===== config.mk =====
export PLATFORM = sky130hd
export DESIGN_NAME = otp_blow_ctrl
export DESIGN_NICKNAME = d
export VERILOG_FILES = /design/src/rtl/otp_blow_pkg.sv /design/src/rtl/otp_onehot_addr.sv /design/src/rtl/otp_fuse_reg.sv /design/src/rtl/otp_blow_ctrl.sv
export SDC_FILE = /design/constraint.sdc
export NUM_CORES = 1
export LEC_CHECK = 0
export BUFFER_PORTS_ARGS = -buffer_cell sky130_fd_sc_hd__buf_2
export CAP_MARGIN = 10
export CORE_ASPECT_RATIO = 1.1
export CORE_MARGIN = 4
export CORE_UTILIZATION = 52
export CTS_CLUSTER_DIAMETER = 120
export DETAILED_ROUTE_END_ITERATION = 8
export PLACE_DENSITY_LB_ADDON = 0.15
export SLEW_MARGIN = 40
export SYNTH_ARGS = -nofsm -noshare
export SYNTH_HDL_FRONTEND = slang
export SYNTH_SLANG_ARGS = --single-unit

===== constraint.sdc =====
create_clock -name clk -period 2.1 [get_ports clk]
set_input_delay 0.525 -clock clk [delete_from_list [all_inputs] [get_ports clk]]
set_output_delay 0.525 -clock clk [all_outputs]
set_load 0.02 [all_outputs]

===== src/rtl/otp_blow_pkg.sv =====
package otp_blow_pkg;
    typedef enum logic [1:0] {
        REG_MAG  = 2'd0,
        REG_POL  = 2'd1,
        REG_OUT  = 2'd2,
        REG_NONE = 2'd3
    } otp_reg_e;

    typedef struct packed {
        logic     active;
        logic     rd;
        otp_reg_e sel;
        logic     armed;
    } otp_ctl_t;
endpackage


===== src/rtl/otp_onehot_addr.sv =====
module otp_onehot_addr #(
    parameter int AW = 8,
    localparam int IW = (AW > 1) ? $clog2(AW) : 1
) (
    input  logic          clk,
    input  logic          rst_n,
    input  logic          clr_i,
    input  logic          load_i,
    input  logic          shift_i,
    input  logic [IW-1:0] msb_i,
    output logic [AW-1:0] addr_o
);
    logic [AW-1:0] addr_d, addr_q;

    always_comb begin
        addr_d = addr_q;
        if (clr_i) begin
            addr_d = '0;
        end else if (load_i) begin
            addr_d = AW'(1);
        end else if (shift_i) begin
            // leaving the top bit of the register empties the address
            addr_d = addr_q[msb_i] ? '0 : (addr_q << 1);
        end
    end

    always_ff @(posedge clk or negedge rst_n) begin
        if (!rst_n) addr_q <= '0;
        else        addr_q <= addr_d;
    end

    assign addr_o = addr_q;

    p_addr_onehot_r2: assert property (@(posedge clk) disable iff (!rst_n)
        $onehot0(addr_q));
    p_load_bit0_r1: assert property (@(posedge clk) disable iff (!rst_n)
        (load_i && !clr_i) |=> (addr_q == AW'(1)));
    p_past_msb_r5: assert property (@(posedge clk) disable iff (!rst_n)
        (shift_i && !load_i && !clr_i && addr_q[msb_i]) |=> (addr_q == '0));
endmodule


===== src/rtl/otp_fuse_reg.sv =====
module otp_fuse_reg #(
    parameter int AW = 8,
    parameter int W  = 8,
    localparam logic [AW-1:0] MASK = AW'((64'd1 << W) - 64'd1)
) (
    input  logic          clk,
    input  logic          rst_n,
    input  logic          blow_i,
    input  logic [AW-1:0] addr_i,
    output logic [AW-1:0] fuse_o
);
    logic [AW-1:0] fuse_d, fuse_q;

    always_comb begin
        fuse_d = fuse_q;
        if (blow_i) fuse_d = fuse_q | (addr_i & MASK);
    end

    always_ff @(posedge clk or negedge rst_n) begin
        if (!rst_n) fuse_q <= '0;
        else        fuse_q <= fuse_d;
    end

    assign fuse_o = fuse_q;

    p_fuse_sticky_r3: assert property (@(posedge clk) disable iff (!rst_n)
        (($past(fuse_q) & ~fuse_q) == '0));
    p_one_bit_per_blow_r2: assert property (@(posedge clk) disable iff (!rst_n)
        ($countones(fuse_q ^ $past(fuse_q)) <= 1));
    p_in_range_r5: assert property (@(posedge clk) disable iff (!rst_n)
        ((fuse_q & ~MASK) == '0));
endmodule


===== src/rtl/otp_blow_ctrl.sv =====
module otp_blow_ctrl
    import otp_blow_pkg::*;
#(
    parameter int MAG_W    = 8,
    parameter int POL_W    = 1,
    parameter int OL_W     = 5,
    parameter int LOCK_BIT = 4
) (
    input  logic             clk,
    input  logic             rst_n,
    input  logic             key_done_i,
    input  logic [1:0]       key_reg_i,
    input  logic             key_read_i,
    input  logic             mid_pulse_i,
    input  logic             blow_pulse_i,
    input  logic             pwr_cycle_i,
    output logic [MAG_W-1:0] mag_fuse_o,
    output logic [POL_W-1:0] pol_fuse_o,
    output logic [OL_W-1:0]  ol_fuse_o,
    output logic             lock_o,
    output logic             readout_o
);
    localparam int NREG   = 3;
    localparam int MX1    = (MAG_W > POL_W) ? MAG_W : POL_W;
    localparam int ADDR_W = (MX1 > OL_W) ? MX1 : OL_W;
    localparam int IW     = (ADDR_W > 1) ? $clog2(ADDR_W) : 1;
    localparam int REG_W [NREG] = '{MAG_W, POL_W, OL_W};

    otp_ctl_t st_d, st_q;
    logic [ADDR_W-1:0] addr;
    logic [ADDR_W-1:0] fuse_all [NREG];
    logic [NREG-1:0]   blow_en;
    logic [ADDR_W-1:0] cur_fuse;
    logic [IW-1:0]     msb;
    logic              blow_ok, step_ok;

    assign lock_o = fuse_all[2][LOCK_BIT];

    // events are exclusive by priority: power cycle, key, blow/mid
    always_comb begin
        st_d    = st_q;
        blow_ok = st_q.active && !st_q.rd && st_q.armed && !lock_o
                  && blow_pulse_i && (|addr) && !pwr_cycle_i && !key_done_i;
        step_ok = st_q.active && mid_pulse_i && !pwr_cycle_i && !key_done_i;
        if (pwr_cycle_i) begin
            st_d.active = 1'b0;
            st_d.armed  = 1'b1;
        end else if (key_done_i) begin
            st_d.active = !lock_o && (otp_reg_e'(key_reg_i) != REG_NONE);
            st_d.rd     = key_read_i;
            st_d.sel    = otp_reg_e'(key_reg_i);
        end else if (blow_ok) begin
            st_d.armed  = 1'b0;
        end
    end

    always_ff @(posedge clk or negedge rst_n) begin
        if (!rst_n) st_q <= '{active: 1'b0, rd: 1'b0, sel: REG_NONE, armed: 1'b1};
        else        st_q <= st_d;
    end

    always_comb begin
        msb      = '0;
        cur_fuse = '0;
        for (int r = 0; r < NREG; r++) begin
            if (st_q.sel == otp_reg_e'(r)) begin
                msb      = IW'(REG_W[r] - 1);
                cur_fuse = fuse_all[r];
            end
        end
    end

    otp_onehot_addr #(.AW(ADDR_W)) u_addr (
        .clk     (clk),
        .rst_n   (rst_n),
        .clr_i   (pwr_cycle_i),
        .load_i  (key_done_i),
        .shift_i (step_ok),
        .msb_i   (msb),
        .addr_o  (addr)
    );

    for (genvar g = 0; g < NREG; g++) begin : g_reg
        assign blow_en[g] = blow_ok && (st_q.sel == otp_reg_e'(g));
        otp_fuse_reg #(.AW(ADDR_W), .W(REG_W[g])) u_fuse (
            .clk    (clk),
            .rst_n  (rst_n),
            .blow_i (blow_en[g]),
            .addr_i (addr),
            .fuse_o (fuse_all[g])
        );
    end

    assign readout_o  = !(st_q.active && st_q.rd && (|(addr & cur_fuse)));
    assign mag_fuse_o = fuse_all[0][MAG_W-1:0];
    assign pol_fuse_o = fuse_all[1][POL_W-1:0];
    assign ol_fuse_o  = fuse_all[2][OL_W-1:0];

    p_disarmed_no_blow_r4: assert property (@(posedge clk) disable iff (!rst_n)
        !st_q.armed |=> ($stable(fuse_all[0]) && $stable(fuse_all[1]) && $stable(fuse_all[2])));
    p_read_no_blow_r7: assert property (@(posedge clk) disable iff (!rst_n)
        (st_q.active && st_q.rd) |=> ($stable(fuse_all[0]) && $stable(fuse_all[1]) && $stable(fuse_all[2])));
    p_locked_readout_high_r8: assert property (@(posedge clk) disable iff (!rst_n)
        lock_o |-> readout_o);
    p_blow_one_reg_r10: assert property (@(posedge clk) disable iff (!rst_n)
        $onehot0(blow_en));
endmodule


== Word-level counts from Yosys, hierarchy flattened ==
Cells that the tools add are included.

* Order comparisons: 1
* Equal/unequal tests: 4
* Mux-type cells: 17
* Bitwise gates (word level): 5
* Reduce and logical (&&, ||, !) cells: 29

{| class="wikitable"
|+ Operators by type and width
! operator !! number
|-
| two-way mux 8 bit || 7
|-
| logical AND 1 bit || 16
|-
| OR reduction 8 bit || 2
|-
| two-way mux 3 bit || 3
|-
| AND 8 bit || 1
|-
| OR 8 x 1 -> 8 bit || 1
|-
| OR 8 x 5 -> 8 bit || 1
|-
| OR 8 bit || 1
|-
| logical NOT 1 bit || 5
|-
| two-way mux 1 bit || 5
|-
| less-than comparator 3 x 4 -> 1 bit (second input constant) || 1
|-
| two-way mux 4 bit || 1
|-
| AND reduction 2 bit || 2
|-
| nonzero test 2 bit || 2
|-
| binary-select mux 1 bit (select 3 bit) || 1
|-
| nonzero test 3 bit || 1
|-
| == test 2 x 1 -> 1 bit (second input constant) || 1
|-
| == test 2 bit (second input constant) || 1
|-
| logical NOT 2 bit || 1
|-
| != test 2 x 1 -> 1 bit (second input constant) || 1
|-
| != test 2 bit (second input constant) || 1
|-
| NOT 1 bit || 1
|}

* Register bits after elaboration: 37
* Input port bits: 9
* Output and inout bits: 16

== Depth between registers and ports, before layout ==
* Depth in word-level cells: 11
* Gate-level depth with buffers: 5

== By module ==
A second synthesis with hierarchy kept.

* Cells, all modules: 142
* Area total of the unflattened synthesis: 1472.7 um^2

{| class="wikitable"
|+ By module, submodules not included
! module !! times used !! cells an instance !! area an instance (um^2) !! seq. area each (um^2)
|-
| otp_blow_ctrl || 1 || 61 || 534.3 || 128.9
|-
| otp_onehot_addr || 1 || 40 || 389.1 || 200.2
|-
| otp_fuse_reg (g_reg[0].u_fuse) || 1 || 17 || 271.5 || 200.2
|-
| otp_fuse_reg (g_reg[2].u_fuse) || 1 || 14 || 188.9 || 125.1
|-
| otp_fuse_reg (g_reg[1].u_fuse) || 1 || 10 || 88.8 || 25.0
|}

== Least setup slack after synthesis ==
No wires, ideal clock.

* Path kind: flip-flop to output port
* Start: reg st_q[2] in the netlist's numbering
* End: out readout_o
* Data arrival time: 1.540 ns
* Data required time: 1.575 ns
* Slack: 0.035 ns
* Stages on the path, launching flop included: 6
* Path buffers: 1
* Cells stage by stage: dfstp_2 > clkbuf_8 > mux2_2 > nand2_1 > o221ai_1 > o2111ai_1

* Longest elaborated chain between the ends: 8
* Elaborated cells on any way between the ends: 10
* Those cells by class: eq/ne (2); mux (3); bitwise (1); reduce/logical (4)

{| class="wikitable"
|+ Ends and longest elaborated chain
! element !! line !! source
|-
| start: declaration || otp_blow_ctrl.sv:29 || <nowiki>otp_ctl_t st_d, st_q;</nowiki>
|-
| start signal: assignment || otp_blow_ctrl.sv:58 || <nowiki>if (!rst_n) st_q <= '{active: 1'b0, rd: 1'b0, sel: REG_NONE, armed: 1'b1};</nowiki>
|-
| start signal: assignment || otp_blow_ctrl.sv:59 || <nowiki>else st_q <= st_d;</nowiki>
|-
| logical NOT 2 bit || otp_blow_ctrl.sv:66 || <nowiki>if (st_q.sel == otp_reg_e'(r)) begin</nowiki>
|-
| two-way mux 8 bit (2 in a row) || otp_blow_ctrl.sv:66 ||
|-
| two-way mux 8 bit (*) || otp_blow_ctrl.sv:66 ||
|-
| AND 8 bit (*) || otp_blow_ctrl.sv:94 || <nowiki>assign readout_o = !(st_q.active && st_q.rd && (|(addr & cur_fuse)));</nowiki>
|-
| OR reduction 8 bit (*) || otp_blow_ctrl.sv:94 ||
|-
| logical AND 1 bit (*) || otp_blow_ctrl.sv:94 ||
|-
| logical NOT 1 bit (*) || otp_blow_ctrl.sv:94 ||
|-
| end: declaration || otp_blow_ctrl.sv:21 || <nowiki>output logic readout_o</nowiki>
|}

Mark *: on every way between the ends. The rest lies on a longest branch, timed or not.

== Worst setup path in the final report ==
Same ends and word-level chain as after synthesis.

==> impl_metrics.toml <==
[cts]
cts.htree.levels = 1
cts_hold_buffers = 0
cts_root_buffer = "clkbuf_4"
numCtsBuffers = 3
cts_max_path_buffers = 2
insertion_delay_ps = 320
postCtsSetupBuffers = 0
cts.clk_slew.worst_paths_ps = 140
cts.sinks = 27
cts_tree = "done"

[global_routing]
grt_pass1_vias = 952
grt_max_degree = 28
grt_overflow_total = 0
antenna_found_initial = 0
grt_usage_pct = 18.7
grt_pass1_wl_um = 4320

[die]
die_x_um = 53.8
fp.dieH_um = 58.4
dieArea_mm2 = 0.00314
initial_core_util_pct = 56.9
core_area_mm2 = 0.00211
placementRows = 17
top_level_ports = 25

[layout]
multiInputGateArea_um2 = 479
fin_area_mm2 = 0.00142
final-instance-count-excl-fill = 154
drive_gt1_share_pct = 46.0
num_antenna_cells = 0
final_util_pct = 67.4
layout.nets = 136
nFillCells = 164
area_delta_synth_final_pct = 18.4
seq_area_um2 = 679

[logic_synthesis]
syn_area_mm2 = 0.00120
synth_ff_type = "dfrtp_1"
syn_avg_cell_area_um2 = 12.9
synth_most_common_cell = "dfrtp_1"
synthesis.nets = 102
yosysSeqAreaShare_pct = 56.7
synthCells = 93
synth_area_leaders = "dfrtp_1 50%, dfstp_2 6.6%, a21o_2 5.8%"
ys_types = 27
synth_warnings = 0
synth_common_cells = "24 x dfrtp_1, 8 x a21o_2, 7 x a22o_1"
synth_edf_count = 0
synth-async-reset-ratio_pct = 100
yosysTopAreaCellShare_pct = 50.1
synth.ff_latch_count = 27
yosysTopAreaCell = "dfrtp_1"

[timing]
max_slew.worst_pin.slew_ps = 572
setup_ws_ps = -166
fin_worst_skew_ps = 10.6
min_period_ps = 2270
max_freq_mhz = 441
rsz0062_at_grt = "yes"
hold_viol_final = 0
fin_tns_setup_ps = -166
setup_viol = 1
relSlewSlack_pct = 61.8
finalCritPeriodShare_pct = 108
final_max_slew_viol_count = 0

[placed_design]
place_ws_ps = -60.7
io_buffers = 24
dp_cells = 150
gp_congestion = 0.785
hpwl_um = 1940
placed_area_mm2 = 0.00137

[drt]
vias = 918
vias_per_cell = 5.96
drt_iter0_markers = 21
dr.pass1.iters = 4
wirelength_um = 2610
wl_per_cell_um = 17.0
ant_nets = 0
post-route-drc-count = 0

[power]
p_sw_share_pct = 25.3
p_leak_uw = 0.000781
vdd_drop_max_mv = 0.513
power_frac_comb_pct = 12.0
clockPowerShare_pct = 25.0
power.switching_uw = 221
power_density_mw_per_mm2 = 615
pwr-share-seq_pct = 63.0
cell_internal_pwr_uw = 652

[setup_path]
critical_path.max_stage_delay_ps = 580
required_ps = 1570
cp_cell_sequence = "mux2_4 > nand2_2 > o221ai_2 > o2111ai_1 > buf_4"
slowest_stage = "dfstp_2"
critPathKind = "register to primary output"
path_max_fanout = 3
startpoint_type = "register"
arrival_ps = 1740
endpoint_kind = "primary output"

[outcome]
run_status = "complete, but fails checks"
violations = "setup timing"

[job]
cap_violations = 0

[min_path]
hold_path.class = "primary input to asynchronous set/reset pin"
final cells by class:
class	instances	area share, %
multi-input cells	60	33.8
inverters	2	0.529
well taps	28	2.47
flip-flops and latches	27	47.9
clock inverters	1	0.353
clock buffers	3	1.59
repair buffers	33	13.4
worst max-delay path, delay by kind of cell, from the launching register on:
family / cells / cell delay, ps
mux: 1 / 310
simple gates: 1 / 80
flops: 1 / 580
compound gates: 2 / 280
buf+inv: 1 / 180
layout by cell type, fill, tap and decap left out:
master / n
a2111o_1: 1
a211oi_1: 1
a211oi_2: 1
a21o_1: 6
a21o_2: 8
a21oi_1: 2
a222oi_1: 1
a22o_1: 7
a22oi_1: 3
a31o_2: 3
and3_1: 1
buf_2: 23
buf_4: 10
clkbuf_4: 3
clkinv_2: 1
dfrtp_1: 24
dfstp_2: 3
inv_1: 2
mux2_2: 1
mux2_4: 1
mux2i_1: 2
nand2_1: 5
nand2_2: 1
nor2_1: 2
nor2b_1: 2
nor3_4: 2
nor4_1: 3
o2111ai_1: 1
o21ai_0: 3
o21ai_1: 1
o221ai_2: 1
or4b_1: 1
per-layer routing:
metal  track usage (%)  part of all wire (%)  wire length (um)
met2              30.6                    50              1300
met1              23.8                    42              1100
met3              2.78                   5.8               151
met4              8.76                   2.4                62
met5                 0                     0                 0
metrics by stage:
step                hold WS (ps)  power, uW
floorplan                    229        616
detailed placement           469        659
global route                 201        911
CTS                          192        878
finish                       170        873
global placement             458        657
worst paths after layout:
path | from | slack, ps | cells after the start | to
setup / recovery | st_q[2] | -170 | 5 | readout_o
hold / removal | rst_n | 170 | 1 | u_addr.addr_o[2]
setup reg to reg | g_reg[2].u_fuse.fuse_o[4] | 150 | 4 | g_reg[0].u_fuse.fuse_o[1]
hold reg to reg | g_reg[0].u_fuse.fuse_o[2] | 500 | 1 | g_reg[0].u_fuse.fuse_o[2]
max in group asynchronous | rst_n | 1540 | 1 | st_q[1]
min in group clk | key_reg_i[1] | 420 | 3 | st_q[2]
logic make-up after synthesis:
family | after synthesis | synth area share [%]
mux | 4 | 3.55
flops | 27 | 56.7
buf+inv | 6 | 4.80
compound gates | 39 | 25.8
simple gates | 17 | 9.19
registers in the layout (all words and copies together), names as in the netlist:
name	flops
u_addr.addr_o	8
st_q	5
g.u_fuse.fuse_o	14
power by group through the flow:
| stage | Combinational (uW) | Clock (uW) | Sequential, uW |
|---|---|---|---|
| global placement | 98.1 | 0 | 559 |
| finish | 105 | 218 | 550 |
| floorplan | 53.5 | 0 | 562 |
| global route | 114 | 244 | 552 |
| detailed placement | 100 | 0 | 559 |
| CTS | 105 | 224 | 550 |
repair_timing:
action / 4_1_cts / 5_1_grt
pin swaps: 1 / 2
resized for setup: 5 / 1
endpoints found under the hold margin: 0 / 0
setup endpoints to repair: 1 / 1
No activity file was read; power rests on OpenSTA's default activity.
